[config.mk]
export PLATFORM = sky130hd
export DESIGN_NAME = ds3_maint_detect
export DESIGN_NICKNAME = d
export VERILOG_FILES = /design/src/rtl/ds3md_pkg.sv /design/src/rtl/ds3md_frame_acc.sv /design/src/rtl/ds3md_integrator.sv /design/src/rtl/ds3md_los_run.sv /design/src/rtl/ds3_maint_detect.sv
export SDC_FILE = /design/constraint.sdc
export NUM_CORES = 1
export LEC_CHECK = 0
export ABC_AREA = 0
export BUFFER_PORTS_ARGS = -buffer_cell sky130_fd_sc_hd__buf_2
export CORE_MARGIN = 2
export CORE_UTILIZATION = 30
export DETAILED_ROUTE_END_ITERATION = 16
export GPL_ROUTABILITY_DRIVEN = 0
export PLACE_DENSITY = 0.45
export RECOVER_POWER = 50
export REMOVE_ABC_BUFFERS = 1
export SLEW_MARGIN = 15
export SYNTH_ARGS = -nofsm -noshare
export SYNTH_HDL_FRONTEND = slang
export SYNTH_SLANG_ARGS = --single-unit
export TNS_END_PERCENT = 50
[constraint.sdc]
create_clock -name clk -period 4.11 [get_ports clk]
set_input_delay 0 -clock clk [delete_from_list [all_inputs] [get_ports clk]]
set_output_delay 0 -clock clk [all_outputs]
set_load 0.05 [all_outputs]
[src/rtl/ds3md_pkg.sv]
package ds3md_pkg;

  // Per-M-frame running verdicts, refreshed at every frame boundary.
  typedef struct packed {
    logic ok_alt;    // payload still matches 1,0,1,0...
    logic ok_idle;   // payload still matches the idle pattern
    logic cb_zero;   // every C-bit so far was 0
    logic no_zero;   // no zero seen on any bit
    logic in_sync;   // framer in sync on every bit
    logic any_pay;   // at least one payload bit seen
  } frm_flags_t;

  localparam frm_flags_t FLAGS_FRESH = '{ok_alt:  1'b1,
                                         ok_idle: 1'b1,
                                         cb_zero: 1'b1,
                                         no_zero: 1'b1,
                                         in_sync: 1'b1,
                                         any_pay: 1'b0};

  localparam int unsigned DEF_AIS = 0;
  localparam int unsigned DEF_IDLE = 1;
  localparam int unsigned NUM_DEF = 2;

endpackage

[src/rtl/ds3md_frame_acc.sv]
module ds3md_frame_acc
  import ds3md_pkg::*;
#(
  parameter int unsigned PAT_W = 4
) (
  input  logic             clk,
  input  logic             rst_n,
  input  logic             bit_vld,
  input  logic             bit_dat,
  input  logic             is_payload,
  input  logic             is_cbit,
  input  logic             frm_sync,
  input  logic             mf_start,
  input  logic [PAT_W-1:0] cfg_idle_pat,
  input  logic             cfg_ais_unframed,
  input  logic             cfg_cbit_ignore,
  output logic             eval_stb,
  output logic             ais_qual,
  output logic             idle_qual
);

  localparam int unsigned PH_W = (PAT_W > 1) ? $clog2(PAT_W) : 1;

  frm_flags_t        acc_q, acc_nxt, acc_base;
  logic [PH_W-1:0]   ph_q, ph_nxt, ph_base, pat_idx;
  logic              started_q, started_nxt;
  logic              framed;

  // Next-state: a boundary bit starts a fresh frame and is then folded in.
  always_comb begin
    acc_base = mf_start ? FLAGS_FRESH : acc_q;
    ph_base  = mf_start ? '0 : ph_q;
    pat_idx  = PH_W'(PAT_W - 1) - ph_base;
    acc_nxt  = acc_base;
    ph_nxt   = ph_base;
    if (is_payload) begin
      acc_nxt.ok_alt  = acc_base.ok_alt & (bit_dat == ~ph_base[0]);
      acc_nxt.ok_idle = acc_base.ok_idle & (bit_dat == cfg_idle_pat[pat_idx]);
      acc_nxt.any_pay = 1'b1;
      ph_nxt          = ph_base + PH_W'(1);
    end
    if (is_cbit) begin
      acc_nxt.cb_zero = acc_base.cb_zero & ~bit_dat;
    end
    acc_nxt.no_zero = acc_base.no_zero & bit_dat;
    acc_nxt.in_sync = acc_base.in_sync & frm_sync;
    started_nxt     = started_q | mf_start;
  end

  always_ff @(posedge clk or negedge rst_n) begin
    if (!rst_n) begin
      acc_q     <= '0;
      ph_q      <= '0;
      started_q <= 1'b0;
    end else if (bit_vld) begin
      acc_q     <= acc_nxt;
      ph_q      <= ph_nxt;
      started_q <= started_nxt;
    end
  end

  // Verdict on the frame that the current boundary bit closes.
  always_comb begin
    framed    = acc_q.in_sync & acc_q.any_pay;
    eval_stb  = bit_vld & mf_start & started_q;
    ais_qual  = (framed & acc_q.ok_alt & (cfg_cbit_ignore | acc_q.cb_zero)) |
                (cfg_ais_unframed & acc_q.no_zero);
    idle_qual = framed & acc_q.ok_idle;
  end

endmodule

[src/rtl/ds3md_integrator.sv]
module ds3md_integrator #(
  parameter int unsigned HOLD_FRAMES = 2
) (
  input  logic clk,
  input  logic rst_n,
  input  logic stb,
  input  logic qual,
  output logic flag
);

  localparam int unsigned CW = (HOLD_FRAMES > 1) ? $clog2(HOLD_FRAMES) : 1;

  logic [CW-1:0] cnt_q, cnt_nxt;
  logic          flag_q, flag_nxt;

  always_comb begin
    cnt_nxt  = cnt_q;
    flag_nxt = flag_q;
    if (stb) begin
      if (qual != flag_q) begin
        if (cnt_q == CW'(HOLD_FRAMES - 1)) begin
          flag_nxt = qual;
          cnt_nxt  = '0;
        end else begin
          cnt_nxt  = cnt_q + CW'(1);
        end
      end else begin
        cnt_nxt = '0;
      end
    end
  end

  always_ff @(posedge clk or negedge rst_n) begin
    if (!rst_n) begin
      cnt_q  <= '0;
      flag_q <= 1'b0;
    end else if (stb) begin
      cnt_q  <= cnt_nxt;
      flag_q <= flag_nxt;
    end
  end

  assign flag = flag_q;

endmodule

[src/rtl/ds3md_los_run.sv]
module ds3md_los_run #(
  parameter int unsigned CW = 8
) (
  input  logic          clk,
  input  logic          rst_n,
  input  logic          bit_vld,
  input  logic          bit_dat,
  input  logic          cfg_los_ones,
  input  logic          cfg_los_en,
  input  logic [CW-1:0] cfg_thresh,
  output logic          los
);

  logic [CW-1:0] run_q, run_nxt;
  logic          los_q, los_nxt;

  always_comb begin
    run_nxt = run_q;
    if (bit_vld) begin
      if (bit_dat == cfg_los_ones) begin
        run_nxt = (run_q >= cfg_thresh) ? run_q : run_q + CW'(1);
      end else begin
        run_nxt = '0;
      end
    end
    los_nxt = cfg_los_en & (run_nxt >= cfg_thresh);
  end

  always_ff @(posedge clk or negedge rst_n) begin
    if (!rst_n) begin
      run_q <= '0;
      los_q <= 1'b0;
    end else begin
      run_q <= run_nxt;
      los_q <= los_nxt;
    end
  end

  assign los = los_q;

endmodule

[src/rtl/ds3_maint_detect.sv]
module ds3_maint_detect
  import ds3md_pkg::*;
#(
  parameter int unsigned HOLD_FRAMES = 2,
  parameter int unsigned PAT_W       = 4,
  parameter int unsigned LOS_CW      = 8
) (
  input  logic              clk,
  input  logic              rst_n,
  input  logic              bit_vld,
  input  logic              bit_dat,
  input  logic              is_payload,
  input  logic              is_cbit,
  input  logic              frm_sync,
  input  logic              mf_start,
  input  logic              cfg_ais_unframed,
  input  logic              cfg_cbit_ignore,
  input  logic              cfg_los_ones,
  input  logic              cfg_los_en,
  input  logic [PAT_W-1:0]  cfg_idle_pat,
  input  logic [LOS_CW-1:0] cfg_los_thresh,
  output logic              ais_o,
  output logic              idle_o,
  output logic              los_o
);

  logic               eval_stb;
  logic               ais_q, idle_q;
  logic [NUM_DEF-1:0] qual_w;
  logic [NUM_DEF-1:0] flag_w;

  ds3md_frame_acc #(.PAT_W(PAT_W)) u_acc (
    .clk              (clk),
    .rst_n            (rst_n),
    .bit_vld          (bit_vld),
    .bit_dat          (bit_dat),
    .is_payload       (is_payload),
    .is_cbit          (is_cbit),
    .frm_sync         (frm_sync),
    .mf_start         (mf_start),
    .cfg_idle_pat     (cfg_idle_pat),
    .cfg_ais_unframed (cfg_ais_unframed),
    .cfg_cbit_ignore  (cfg_cbit_ignore),
    .eval_stb         (eval_stb),
    .ais_qual         (ais_q),
    .idle_qual        (idle_q)
  );

  always_comb begin
    qual_w           = '0;
    qual_w[DEF_AIS]  = ais_q;
    qual_w[DEF_IDLE] = idle_q;
  end

  for (genvar g = 0; g < NUM_DEF; g++) begin : g_def
    ds3md_integrator #(.HOLD_FRAMES(HOLD_FRAMES)) u_int (
      .clk   (clk),
      .rst_n (rst_n),
      .stb   (eval_stb),
      .qual  (qual_w[g]),
      .flag  (flag_w[g])
    );
  end

  ds3md_los_run #(.CW(LOS_CW)) u_los (
    .clk          (clk),
    .rst_n        (rst_n),
    .bit_vld      (bit_vld),
    .bit_dat      (bit_dat),
    .cfg_los_ones (cfg_los_ones),
    .cfg_los_en   (cfg_los_en),
    .cfg_thresh   (cfg_los_thresh),
    .los          (los_o)
  );

  assign ais_o  = flag_w[DEF_AIS];
  assign idle_o = flag_w[DEF_IDLE] & ~flag_w[DEF_AIS];

endmodule

==> impl_results.md <==
* Initial antenna violation count at 0
* Min Tclk post-route at 3.33 ns
* Clock tree buffer depth at 2
* Final cell count without fillers at between 200 and 300
* Largest area contributor in the netlist: dfrtp_1
* CP cell instances: inv_1, ha_1, nand2b_4, a2111oi_4, o31ai_2, or4_1, a21oi_1, ha_1, a21o_1, a211oi_1, o21ai_0, o211a_1
* Worst-skew pair later-pin latency at around 0.26 ns
* Pwr Density at 428 nW/µm²
* CP bufs+invs at 1
* Hold Path Class: in2reg
* Family with the most delay on the worst path: compound AO/OA/AOI/OAI gates
* Critical-path top delay cell: or4_1
* Most frequent cell after synthesis: dfrtp_1
* Worst-margin pin slew at about 1.2 ns
* Reg2Reg Depth at 12
* Status: finished, final reports clean
* Post-synth top area share at 37.1%
* Max-Cap Viols at 0
* Ys async rst share at 100%
* Synth Flop Type: dfrtp_1
* Global-route wire length before repair at 5560 µm
* CP arrival at 3.48 ns
* Hold Crit Depth at 2
* Placed insts at 244
* # IOs at 27
* Worst VDD drop at 0.177 mV
* Gr ovfl total at 0
* Crit Path Category: reg2reg
* Final setup fails at 0
* Port bufs at 26
* Via Count at 1,195
* Layout Utilization at 37.9%
* CP most frequent cell: ha_1
* Total Nets Final at ~230
* Synth top cells by count: dfrtp_1 (22), ha_1 (17), inv_1 (14)
* Synthesized area at 1490 µm²
* Clk Tree Root Cell: clkbuf_8
* CTS tree: yes
* DR iter-0 viols at 32
* Largest net degree at the start of global routing at 23
* Syn. warnings at 0
* Sequential fraction of the synthesis area at 37.1%
* Total Wirelength at 3210 µm
* Startpoint types: flop
* Worst setup EP type: flop
* Vias in the first global route at 1,292
* CTS HTree Levels at 1
* Setup TNS at 0 ns
* Synth area leaders: dfrtp_1 (37%), ha_1 (14%), inv_1 (3.5%)
* Row count at 25
* Count of unique library cells instantiated by Yosys at 43
* Vias/cell at around 4.7
* LEAKAGE at 0.885 nW
* Total power at 0.771 mW
* Initial DRT Pass Iterations at 4
* Post-DP HPWL at about 2600 µm
* Tot GR Track Use at 12.9%
* Worst path max stage delay at 0.53 ns
* Clock Skews at 0.0118 ns
* Sink Count at 22
* Post-DRT Antenna Nets at 0
* Pins Over Slew Limit at 0
* Total CTS buffers at 3
* Fin. Hold Viols at 0
* Share of post-route cells with drive strength above 1 at between 10% and 20%
* DRC at 0
* Starting Density at 31.2%
* Crit-path max FO at 11
* Postcts setup bufs at 0
* Unrepaired setup endpoints after global routing: false
* Syn avg cell area at around 9.6 µm²
* Die Area at 5530 µm²
* Core Area at 4750 µm²
* Chip width at 74.4 µm
* Fmax at 300 MHz
* Worst-path clk slew at around 0.09 ns
* Critical Path RT at 4.26 ns
* DR WL/cell at 12.7 µm
* Slew Limit Headroom at 17.4%
* Post-synthesis cell count at between 150 and 200
* EDFF count, synth at 0
* Final Cycle Share at 81.1%
* Layout area overhead at 21.5%
* Critical path depth at 12
* Die H at about 74 µm
* FF+latch count, synth at 22
* ANT cells at 0
* Min Hold Slack at 0.0540 ns
power breakdown:
part / switching [mW] / internal, mW
Sequential: 0.0408 / 0.259
Clock: 0.0703 / 0.130
Combinational: 0.148 / 0.123
worst paths after layout:
| path | slack [ns] | end | start |
|---|---|---|---|
| setup / recovery | 0.78 | u_los.los | u_los.run_q[0] |
| hold / removal | 0.05 | u_acc.acc_q[1] | bit_vld |
| setup reg to reg | 0.78 | u_los.los | u_los.run_q[0] |
| hold reg to reg | 0.49 | g_def[1].u_int.flag | g_def[1].u_int.flag |
| max in group asynchronous | 2.84 | u_acc.acc_q[5] | rst_n |
| min in group asynchronous | 0.52 | g_def[0].u_int.flag | rst_n |
repair_timing:
item	in CTS	in global routing
gates resized for setup	0	0
endpoints found under the hold margin	26	0
setup endpoints to repair	0	0
hold buffers	6	0
state kept, by name (all words and copies together), names as in the netlist:
name	flops
u_acc.ph_q	2
u_los.run_q	8
u_acc.acc_q	6
u_los.los	1
u_acc.started_q	1
g_def.u_int.cnt_q	2
g_def.u_int.flag	2
stage by stage:
| step | instance area [µm²] | setup slack [ns] |
|---|---|---|
| 5_1_grt | 1800 | 0.534 |
| 3_5_place_dp | 1680 | 0.795 |
| 2_1_floorplan | 1460 | 1.10 |
| 4_1_cts | 1810 | 0.775 |
| 3_3_place_gp | 1680 | 0.784 |
| 6_report | 1800 | 0.777 |
placed cells by master, fill, tap and decap left out, types with 2 or more instances in the layout:
cell type      synthesis  layout
dfrtp_1               22      22
or3_1                  2       2
or4_1                  2       2
nand2_1               11      11
o2111ai_1              2       2
a21o_1                 5       5
clkbuf_1               2       2
a211oi_1               2       2
o22a_1                 2       2
o21ai_0                8       8
nor2_1                 9       9
o22ai_1                2       2
clkbuf_8               0       3
nand2b_1               3       3
nand3_1                7       7
dlygate4sd3_1          0       6
nor3_1                 2       2
ha_1                  17      17
o31ai_1                3       3
buf_2                  1      24
a21oi_1                8       8
and3_1                 2       2
and2_1                 2       2
xnor2_1                5       5
xor2_1                 2       2
inv_1                 14      14
nor3b_1                2       2
final cells by class:
cell class,instances,area [µm²]
clock buffer,3,41.3
clock inverter,1,30.0
fill,519,2950
inverter,14,52.6
multi-input combinational,115,858
sequential,22,551
tap,67,83.8
timing repair buffer,32,188
logic make-up after synthesis:
| logic type | after synthesis | synth area share, % |
|---|---|---|
| simple gates | 48 | 17.1 |
| fa+ha+maj | 17 | 14.3 |
| mux | 2 | 1.43 |
| compound gates | 41 | 20.8 |
| xor+xnor | 7 | 4.13 |
| buf+inv | 18 | 5.14 |
| flops | 22 | 37.1 |
layer usage:
layer / vias up / share of wire, % / GRT usage, %
met4: 0 / 1.2 / 2.18
met2: 20 / 46 / 21.9
met1: 551 / 49 / 16.9
met3: 4 / 3.2 / 3.25
met5: - / 0 / 0
li1: 620 / - / -
Power figures use the tool's default switching activity.
